**src/rtl/idf_pkg.sv**
```systemverilog
package idf_pkg;
  localparam int BYTE_W  = 8;
  localparam int ID_W    = 8;
  localparam int NBITS   = 1 << ID_W;
  localparam int NROWS   = NBITS / BYTE_W;
  localparam int ROW_W   = $clog2(NROWS);
  localparam int COL_W   = $clog2(BYTE_W);
  localparam int WIN_SZ  = 4;
  localparam int OFF_W   = $clog2(WIN_SZ);
  localparam int GRP_W   = ROW_W - OFF_W;
  localparam int ADDR_W  = 3;

  localparam logic [ADDR_W-1:0] A_CTRL = 3'd0;
  localparam logic [ADDR_W-1:0] A_RXD  = 3'd1;

  localparam int C_MAP   = 3;
  localparam int C_EN    = 4;
  localparam int C_SLEEP = 5;

  typedef enum logic [1:0] {FS_IDLE, FS_WAIT_ID, FS_ACCEPT, FS_REJECT} fstate_t;

  function automatic logic [ROW_W-1:0] id_row(input logic [ID_W-1:0] id);
    return id[ID_W-1:COL_W];
  endfunction

  function automatic logic [COL_W-1:0] id_col(input logic [ID_W-1:0] id);
    return id[COL_W-1:0];
  endfunction

  function automatic logic [ROW_W-1:0] win_row(input logic [GRP_W-1:0] grp,
                                               input logic [OFF_W-1:0] off);
    return {grp, off};
  endfunction

  function automatic logic is_win(input logic [ADDR_W-1:0] a);
    return a[ADDR_W-1];
  endfunction
endpackage

```
**src/rtl/idf_table.sv**
```systemverilog
module idf_table
  import idf_pkg::*;
(
  input  logic              clk,
  input  logic              wr_en,
  input  logic [ROW_W-1:0]  wr_row,
  input  logic [BYTE_W-1:0] wr_data,
  input  logic [ROW_W-1:0]  rd_row,
  output logic [BYTE_W-1:0] rd_data,
  input  logic [ID_W-1:0]   look_id,
  output logic              look_hit
);
  logic [BYTE_W-1:0] rows [NROWS];

  // rows deliberately carry no reset
  always_ff @(posedge clk) begin
    if (wr_en) rows[wr_row] <= wr_data;
  end

  logic [BYTE_W-1:0] look_row;
  assign rd_data  = rows[rd_row];
  assign look_row = rows[id_row(look_id)];
  assign look_hit = look_row[id_col(look_id)];
endmodule

```
**src/rtl/idf_regs.sv**
```systemverilog
module idf_regs
  import idf_pkg::*;
(
  input  logic              clk,
  input  logic              rst_n,
  input  logic              host_wr,
  input  logic              host_rd,
  input  logic [ADDR_W-1:0] host_addr,
  input  logic [BYTE_W-1:0] host_wdata,
  output logic [BYTE_W-1:0] host_rdata,
  input  logic              sof,
  input  logic [BYTE_W-1:0] rx_data,
  output logic              rd_clr,
  output logic              tbl_wr,
  output logic [ROW_W-1:0]  tbl_row,
  input  logic [BYTE_W-1:0] tbl_rdata,
  output logic              en,
  output logic              sleep
);
  logic [GRP_W-1:0] grp;
  logic             map;
  logic             ctrl_wr;

  assign ctrl_wr = host_wr && host_addr == A_CTRL;
  assign tbl_row = win_row(grp, host_addr[OFF_W-1:0]);
  assign tbl_wr  = host_wr && is_win(host_addr) && map;
  assign rd_clr  = host_rd && host_addr == A_RXD;

  always_ff @(posedge clk or negedge rst_n) begin
    if (!rst_n) begin
      grp <= '0; map <= 1'b0; en <= 1'b0; sleep <= 1'b0;
    end else if (ctrl_wr) begin
      grp   <= host_wdata[GRP_W-1:0];
      map   <= host_wdata[C_MAP];
      en    <= host_wdata[C_EN];
      sleep <= host_wdata[C_SLEEP];
    end else if (sof) begin
      sleep <= 1'b0;
    end
  end

  always_comb begin
    host_rdata = '0;
    if (host_addr == A_CTRL) begin
      host_rdata[GRP_W-1:0] = grp;
      host_rdata[C_MAP]     = map;
      host_rdata[C_EN]      = en;
      host_rdata[C_SLEEP]   = sleep;
    end else if (host_addr == A_RXD) begin
      host_rdata = rx_data;
    end else if (is_win(host_addr) && map) begin
      host_rdata = tbl_rdata;
    end
  end


  sleep_clear_chk: assert property (@(posedge clk) disable iff (!rst_n)
    (sof && !ctrl_wr) |=> !sleep);

  window_gate_chk: assert property (@(posedge clk) disable iff (!rst_n)
    (tbl_wr |-> map));
endmodule

```
**src/rtl/idf_gate.sv**
```systemverilog
module idf_gate
  import idf_pkg::*;
(
  input  logic              clk,
  input  logic              rst_n,
  input  logic              sof,
  input  logic              eof,
  input  logic              byte_valid,
  input  logic [BYTE_W-1:0] rx_byte,
  input  logic              en,
  input  logic              sleep,
  input  logic              hit,
  input  logic              rd_clr,
  output logic              deliver,
  output fstate_t           fstate,
  output logic [BYTE_W-1:0] rx_data,
  output logic              rx_full
);
  logic take;
  assign take    = byte_valid && !sof && en;
  assign deliver = take && !sleep &&
                   ((fstate == FS_WAIT_ID && hit) || fstate == FS_ACCEPT);

  always_ff @(posedge clk or negedge rst_n) begin
    if (!rst_n) fstate <= FS_IDLE;
    else if (!en) fstate <= FS_IDLE;
    else if (sof) fstate <= FS_WAIT_ID;
    else if (eof) fstate <= FS_IDLE;
    else if (take && fstate == FS_WAIT_ID)
      fstate <= hit ? FS_ACCEPT : FS_REJECT;
  end

  always_ff @(posedge clk or negedge rst_n) begin
    if (!rst_n) begin
      rx_data <= '0; rx_full <= 1'b0;
    end else if (deliver) begin
      rx_data <= rx_byte; rx_full <= 1'b1;
    end else if (rd_clr) begin
      rx_full <= 1'b0;
    end
  end


  deliver_sets_full_chk: assert property (@(posedge clk) disable iff (!rst_n)
    deliver |=> (rx_full && rx_data == $past(rx_byte)));

  reject_drop_chk: assert property (@(posedge clk) disable iff (!rst_n)
    (fstate == FS_REJECT) |-> !deliver);

  disabled_idle_chk: assert property (@(posedge clk) disable iff (!rst_n)
    !en |=> (fstate == FS_IDLE));

  eof_idle_chk: assert property (@(posedge clk) disable iff (!rst_n)
    (eof && !sof) |=> (fstate == FS_IDLE));

  read_clear_chk: assert property (@(posedge clk) disable iff (!rst_n)
    (rd_clr && !deliver) |=> !rx_full);
endmodule

```
**src/rtl/idf_top.sv**
```systemverilog
module idf_top
  import idf_pkg::*;
(
  input  logic         clk,
  input  logic         rst_n,
  input  logic         sof,
  input  logic         eof,
  input  logic         byte_valid,
  input  logic [7:0]   rx_byte,
  input  logic         host_wr,
  input  logic         host_rd,
  input  logic [2:0]   host_addr,
  input  logic [7:0]   host_wdata,
  output logic [7:0]   host_rdata,
  output logic [7:0]   rx_data,
  output logic         rx_full
);
  logic              rd_clr, tbl_wr, en, sleep, hit, deliver;
  logic [ROW_W-1:0]  tbl_row;
  logic [BYTE_W-1:0] tbl_rdata;
  fstate_t           fstate;

  idf_regs regs_i (
    .clk, .rst_n, .host_wr, .host_rd, .host_addr, .host_wdata, .host_rdata,
    .sof, .rx_data, .rd_clr, .tbl_wr, .tbl_row, .tbl_rdata, .en, .sleep
  );

  idf_table table_i (
    .clk, .wr_en(tbl_wr), .wr_row(tbl_row), .wr_data(host_wdata),
    .rd_row(tbl_row), .rd_data(tbl_rdata), .look_id(rx_byte), .look_hit(hit)
  );

  idf_gate gate_i (
    .clk, .rst_n, .sof, .eof, .byte_valid, .rx_byte, .en, .sleep, .hit,
    .rd_clr, .deliver, .fstate, .rx_data, .rx_full
  );


  id_verdict_chk: assert property (@(posedge clk) disable iff (!rst_n)
    (fstate == FS_WAIT_ID && byte_valid && !sof && en && !eof) |=>
      (fstate == ($past(hit) ? FS_ACCEPT : FS_REJECT)));

  sleep_blocks_chk: assert property (@(posedge clk) disable iff (!rst_n)
    sleep |-> !deliver);
endmodule

```
**config.mk**
```make
export PLATFORM = sky130hd
export DESIGN_NAME = idf_top
export DESIGN_NICKNAME = d
export VERILOG_FILES = /design/src/rtl/idf_pkg.sv /design/src/rtl/idf_table.sv /design/src/rtl/idf_regs.sv /design/src/rtl/idf_gate.sv /design/src/rtl/idf_top.sv
export SDC_FILE = /design/constraint.sdc
export NUM_CORES = 1
export LEC_CHECK = 0
export BUFFER_PORTS_ARGS = -buffer_cell sky130_fd_sc_hd__buf_2
export CAP_MARGIN = 40
export CORE_MARGIN = 1.5
export CORE_UTILIZATION = 30
export CTS_CLUSTER_DIAMETER = 200
export DETAILED_ROUTE_END_ITERATION = 7
export GPL_TIMING_DRIVEN = 1
export SYNTH_ARGS = -nofsm -noshare
export SYNTH_HDL_FRONTEND = slang
export SYNTH_SLANG_ARGS = --single-unit
export TNS_END_PERCENT = 100
```
**constraint.sdc**
```tcl
create_clock -name clk -period 4.61 [get_ports clk]
set_clock_uncertainty 0.2 [all_clocks]
set_input_delay 0.922 -clock clk [delete_from_list [all_inputs] [get_ports clk]]
set_output_delay 0.922 -clock clk [all_outputs]
set_load 0.05 [all_outputs]
```
---- After elaboration in Yosys (flattened, before gate mapping) ----
Memory sizes are Yosys's and may differ from the RTL's.
Index checks and enable logic that the tools add are counted.
W data, S select, Z words.
operators by class
  $lt $le $gt $ge ......................... 1
  eq/ne operators ......................... 4
  muxes and demuxes ....................... 17
  reductions and logical operators ........ 17
operator list
  cell                  number
  $mux W8               2
  $logic_and A1 B1 Y1   11
  $mux W2               5
  $mux W1               8
  $mux W6               1
  $lt A3 B4 Y1 const B  1
  $ne A4 B3 Y1 const B  1
  $reduce_bool A2 Y1    2
  $bmux W1 S3           1
  $eq A3 B1 Y1 const B  1
  $logic_not A3 Y1      1
  $eq A2 B1 Y1 const B  1
  $eq A2 B2 Y1 const B  1
  $logic_not A1 Y1      2
  $logic_or A1 B1 Y1    1
word-level totals
  bits in registers ....................... 17
  memory bits (writable) .................. 256
  output and inout port bits .............. 17
  logic and storage cells ................. 47
  memories ................................ 1
memory list
  memory        depth  width  rd ports  clocked after Yosys merged registers in  write ports  RTL line         RTL
  table_i.rows  32     8      2         0                                        1            idf_table.sv:13  logic [BYTE_W-1:0] rows [NROWS];

---- Depth between registers and ports, before layout ----
  depth in word-level cells ............... 8
  mapped depth ............................ 11
  gate-level depth less buffers ........... 8

---- Hierarchy ----
A second synthesis with hierarchy kept.
unflattened totals
  cells, all modules ...................... 764
  area total of the unflattened synthesis .. 13176.4 um^2
modules (own cells, without submodules)
  module     times used  cells an instance  area each (um^2)  sequential area each (um^2)
  idf_table  1           649                12076.6           7687.4
  idf_gate   1           64                 663.1             275.3
  idf_regs   1           51                 436.7             150.1

---- Worst setup path after synthesis ----
Ideal clock, no wire load.
  kind .................................... input to output
  start point ............................. input port host_addr[0]
  end point ............................... output port host_rdata[4]
  arrival ................................. 3.514 ns
  slack ................................... -0.026 ns
  stages on the path ...................... 6
  cell sequence ........................... clkbuf_1 buf_2 clkbuf_1 clkbuf_1 mux2i_1 o21ai_0
on the way
  cells in the longest elaborated chain, start to end .. 4
  elaborated cells between the ends (all ways) .. 6
  those cells by class .................... eq/ne: 1; mux: 3; reduce/logical: 1; memory: 1
RTL lines
  item                RTL line        RTL
  start: declaration  idf_top.sv:12   input logic [2:0] host_addr,
  $mem_v2 Z32 W8      n/a
  $mux W8             idf_regs.sv:51  end else if (is_win(host_addr) && map) begin
  $mux W8             idf_regs.sv:49  end else if (host_addr == A_RXD) begin
  $mux W6 (*)         idf_regs.sv:44  if (host_addr == A_CTRL) begin
  end: declaration    idf_top.sv:14   output logic [7:0] host_rdata,
Mark *: on every way between the ends. The rest lies on a longest branch, timed or not.

---- Final worst setup path ----
  start point ............................. input port host_addr[0]
  end point ............................... output port host_rdata[0]
The elaborated chain is that of the path after synthesis.

==> metrics.txt <==
# TYPE chip_impl_metric gauge
chip_impl_metric{name="route.detailed.wl_per_inst",unit="microns"} 27.2
chip_impl_metric{name="relSlewSlack",unit="%"} 46.8
chip_impl_info{name="timing.hold.worst.class",value="input port to asynchronous set/reset pin"} 1
chip_impl_metric{name="synth_sequential_area_ratio",unit="%"} 61.2
chip_impl_metric{name="share_of_final_layout_standard_cells_stronger_than_drive_strength_1",unit="%"} 34.7
chip_impl_metric{name="synthesized_netlist_cell_count",unit=""} 773
chip_impl_metric{name="sequentialPowerShare",unit="%"} 47.3
chip_impl_metric{name="yosys.area_share.simple",unit="%"} 5.93
chip_impl_metric{name="route.detailed.drc",unit=""} 0
chip_impl_metric{name="placementRows",unit=""} 76
chip_impl_metric{name="drtIter0Drc",unit=""} 1348
chip_impl_metric{name="area_fraction_in_compound_gates_after_synthesis",unit="%"} 6.16
chip_impl_metric{name="fin_area",unit="sq um"} 15500
chip_impl_metric{name="design.die.area",unit="sq um"} 45500
chip_impl_metric{name="syn_to_final_growth",unit="%"} 16.6
chip_impl_metric{name="post_synth.cell_area_avg",unit="sq um"} 17.1
chip_impl_metric{name="yosys.area_share.xor_xnor",unit="%"} 0
chip_impl_metric{name="synth-async-reset-ratio",unit="%"} 6.23
chip_impl_metric{name="total_switching_power",unit="uW"} 1480
chip_impl_info{name="timing.critical_path.from_type",value="input port"} 1
chip_impl_metric{name="cts-root-to-sink-buffers",unit=""} 3
chip_impl_metric{name="starting_utilization_of_the_core_area",unit="%"} 30.6
chip_impl_metric{name="antenna_violations_before_repair",unit=""} 4
chip_impl_metric{name="grt_start_max_net_pins",unit=""} 34
chip_impl_metric{name="setup-violations-final",unit=""} 0
chip_impl_metric{name="postRouteWirelength",unit="microns"} 39800
chip_impl_metric{name="share_clk_of_total_power",unit="%"} 39.3
chip_impl_metric{name="intPower",unit="uW"} 4390
chip_impl_metric{name="report.power.total",unit="uW"} 5860
chip_impl_metric{name="number_of_diodes",unit=""} 0
chip_impl_info{name="cts_tree",value="built"} 1
chip_impl_info{name="synth_top_family_by_area",value="multiplexers"} 1
chip_impl_metric{name="synth.yosys.warnings",unit=""} 0
chip_impl_metric{name="maximum_level_of_the_cts_h_tree",unit=""} 1
chip_impl_metric{name="gp_routability_congestion",unit=""} 0.923
chip_impl_metric{name="clock_sink_count",unit=""} 273
chip_impl_metric{name="grt_overflow",unit=""} 0
chip_impl_metric{name="comb_power_share",unit="%"} 13.4
chip_impl_info{name="path_class",value="input port to output pin"} 1
chip_impl_metric{name="leakage",unit="uW"} 0.00510
chip_impl_metric{name="clock.fmax",unit="MHz"} 226
chip_impl_metric{name="post-route-period-util",unit="%"} 96.0
chip_impl_metric{name="grt_pass1_vias",unit=""} 8202
chip_impl_metric{name="worst_path_arrival_time",unit="ns"} 3.30
chip_impl_info{name="grt_setup_unrepaired",value="no"} 1
chip_impl_metric{name="syn-num-nets",unit=""} 799
chip_impl_metric{name="clk-insertion-delay-late",unit="ns"} 0.56
chip_impl_metric{name="routed-via-count",unit=""} 8285
chip_impl_metric{name="detail_route.vias_per_cell",unit=""} 5.65
chip_impl_metric{name="synth-edff-count",unit=""} 256
chip_impl_info{name="outcome",value="finished clean"} 1
chip_impl_metric{name="sw_frac_of_total",unit="%"} 25.2
chip_impl_metric{name="ant_nets",unit=""} 0
chip_impl_metric{name="core",unit="sq um"} 43400
chip_impl_info{name="timing.critical_path.to_type",value="output pin"} 1
chip_impl_metric{name="drv.max_cap_violation_count",unit=""} 0
chip_impl_metric{name="grt_pass1_wl",unit="microns"} 58100
chip_impl_metric{name="globalRouteTotalUtil",unit="%"} 17.7
chip_impl_metric{name="report.final.slew_viol_count",unit=""} 0
chip_impl_metric{name="portBuffers",unit=""} 42
chip_impl_metric{name="nets",unit=""} 890
chip_impl_metric{name="die_y",unit="microns"} 213
chip_impl_metric{name="min_hold_slack",unit="ns"} 0.100
chip_impl_metric{name="fin_tns_setup",unit="ns"} 0
chip_impl_metric{name="drtPass1Iterations",unit=""} 7
chip_impl_metric{name="hold_viol_final",unit=""} 0
chip_impl_metric{name="cellPowerDensity",unit="nW/um^2"} 379
chip_impl_metric{name="ir_drop",unit="uV"} 277
chip_impl_metric{name="clk_slew_on_worst_s_h_paths",unit="ns"} 0.06
chip_impl_metric{name="cp_max_fo",unit=""} 20
chip_impl_info{name="clock_tree.root_cell",value="sky130_fd_sc_hd__clkbuf_16"} 1
chip_impl_metric{name="worst-slew-pin-transition",unit="ns"} 0.798
chip_impl_metric{name="cts_buffers",unit=""} 29
chip_impl_metric{name="yosys_register_bits",unit=""} 273
chip_impl_metric{name="muxShareOfSynthArea",unit="%"} 23.9
chip_impl_metric{name="synthAdderAreaFrac",unit="%"} 0
chip_impl_info{name="ys_dominant_reg_cell",value="sky130_fd_sc_hd__edfxtp_1"} 1
chip_impl_metric{name="required",unit="ns"} 3.49
chip_impl_metric{name="placed_cell_area",unit="sq um"} 14500
chip_impl_metric{name="setup_bufs_post_cts",unit=""} 0
chip_impl_metric{name="floorplan.io_pins",unit=""} 43
chip_impl_metric{name="fp.dieW",unit="microns"} 213
chip_impl_metric{name="syn-cell-area",unit="sq um"} 13300
chip_impl_metric{name="min_period",unit="ns"} 4.43
chip_impl_metric{name="post_synthesis_cell_type_count",unit=""} 59
chip_impl_metric{name="dp_hpwl",unit="microns"} 28100
[routing by layer]
layer | vias up | GRT usage (%) | share of wire [%]
li1 | 3414 | - | -
met5 | - | 0 | 0.085
met3 | 77 | 2.77 | 8.7
met4 | 6 | 5.61 | 2.9
met1 | 4352 | 24.5 | 41
met2 | 436 | 28.7 | 47
[power by group through the flow]
stage	Combinational, uW	Sequential, uW	Clock [uW]
floorplan	453	2840	0
global placement	775	2820	0
CTS	782	2770	2340
detailed placement	780	2820	0
finish	785	2770	2310
global route	829	2780	2420
[path summary, 6_finish.rpt]
path / slack (ns) / end / cells past startpoint / start
setup / recovery: 0.18 / host_rdata[0] / 9 / host_addr[0]
hold / removal: 0.10 / regs_i.grp[0] / 1 / rst_n
setup reg to reg: 1.60 / gate_i.rx_data[3] / 9 / table_i.rows[5][0]
hold reg to reg: 0.36 / gate_i.rx_full / 3 / gate_i.rx_full
max in group asynchronous: 3.81 / gate_i.rx_data[1] / 1 / rst_n
min in group clk: 0.36 / gate_i.fstate[1] / 2 / eof
[critical path: stages]
cell and delay [ns]:
sky130_fd_sc_hd__buf_6 0.27, sky130_fd_sc_hd__buf_12 0.23, sky130_fd_sc_hd__buf_12 0.14, sky130_fd_sc_hd__mux4_2 0.49, sky130_fd_sc_hd__a221oi_1 0.54, sky130_fd_sc_hd__buf_4 0.21, sky130_fd_sc_hd__and3_1 0.18, sky130_fd_sc_hd__o22ai_1 0.08
sky130_fd_sc_hd__buf_2 0.23
[area by class of cell]
type | count | area, sq um
clock buffer | 33 | 741
clock inverter | 15 | 174
fill | 4096 | 27900
inverter | 18 | 67.6
multi-input combinational | 429 | 4770
sequential | 273 | 8110
tap | 585 | 732
timing repair buffer | 113 | 855
[flip-flops by register name, summed over array words and instances (netlist names)]
name and count:
gate_i.rx_data 8, table_i.rows 256, regs_i.sleep 1, gate_i.fstate 2, regs_i.map 1, regs_i.en 1
regs_i.grp 3, gate_i.rx_full 1
[cell usage after synthesis (all sizes together), types with 4 or more instances]
cell type    n  area share, %
a22oi       22            1.2
mux2        35            3.0
nand4        4           0.19
mux2i       24            1.8
nand2       24           0.68
nor2b        5           0.24
o221ai       4           0.26
mux4       111             19
clkbuf      23           0.65
nand2b       4           0.19
and3         8           0.38
inv         18           0.51
a221oi      14            1.3
o22ai       10           0.47
nor3b        6           0.46
a21oi        9           0.34
a222oi       4           0.30
nand3       23           0.87
o22a         7           0.46
dfrtp       17            3.2
nand3b       5           0.28
nor2        60            1.7
edfxtp     256             58
buf         30            1.6
o21ai       12           0.45
[stage by stage]
stage	setup slack [ns]	utilization (%)	std cells
after global routing	0.100	35.6	1466
final	0.184	35.6	1466
after global placement	0.0820	33.5	1415
after CTS	0.0942	35.6	1466
after detailed placement	0.0976	33.5	1418
after floorplan	0.273	-	773
[what timing repair did]
action / in CTS / in global routing
endpoints found under the setup margin: 0 / 3
resized for setup: 0 / 1
hold buffers: 0 / 0
[logic make-up (layout without fill, tap and decap cells)]
| logic type | Yosys count | count (layout) |
|---|---|---|
| DFF | 273 | 273 |
| AOI/OAI and AO/OA | 103 | 103 |
| and+or+nand+nor | 156 | 156 |
| buffers and inverters | 71 | 179 |
| muxes | 170 | 170 |
[layout by cell type, fill, tap and decap left out, types with 3 or more instances in the layout]
cell type	count
sky130_fd_sc_hd__a31oi_1	3
sky130_fd_sc_hd__o22ai_1	10
sky130_fd_sc_hd__o22a_1	7
sky130_fd_sc_hd__and3_1	8
sky130_fd_sc_hd__buf_2	40
sky130_fd_sc_hd__mux4_2	101
sky130_fd_sc_hd__bufinv_16	4
sky130_fd_sc_hd__nor2_1	60
sky130_fd_sc_hd__a21oi_1	9
sky130_fd_sc_hd__clkbuf_1	4
sky130_fd_sc_hd__edfxtp_1	256
sky130_fd_sc_hd__a221oi_1	7
sky130_fd_sc_hd__mux4_1	10
sky130_fd_sc_hd__mux2i_1	24
sky130_fd_sc_hd__a221oi_2	7
sky130_fd_sc_hd__a22oi_1	22
sky130_fd_sc_hd__clkinv_1	4
sky130_fd_sc_hd__a222oi_1	4
sky130_fd_sc_hd__o21ai_0	11
sky130_fd_sc_hd__nand2b_1	4
sky130_fd_sc_hd__or3_1	3
sky130_fd_sc_hd__buf_4	63
sky130_fd_sc_hd__nor3b_1	4
sky130_fd_sc_hd__nand3_1	23
sky130_fd_sc_hd__or2_2	3
sky130_fd_sc_hd__inv_1	18
sky130_fd_sc_hd__buf_12	8
sky130_fd_sc_hd__nand3b_1	5
sky130_fd_sc_hd__nand2_1	24
sky130_fd_sc_hd__and3b_1	3
sky130_fd_sc_hd__nand4_1	4
sky130_fd_sc_hd__clkbuf_16	29
sky130_fd_sc_hd__o221ai_1	4
sky130_fd_sc_hd__mux2_2	35
sky130_fd_sc_hd__clkinv_2	6
sky130_fd_sc_hd__dfrtp_1	17
sky130_fd_sc_hd__nor2b_1	5
Power figures use the tool's default switching activity.
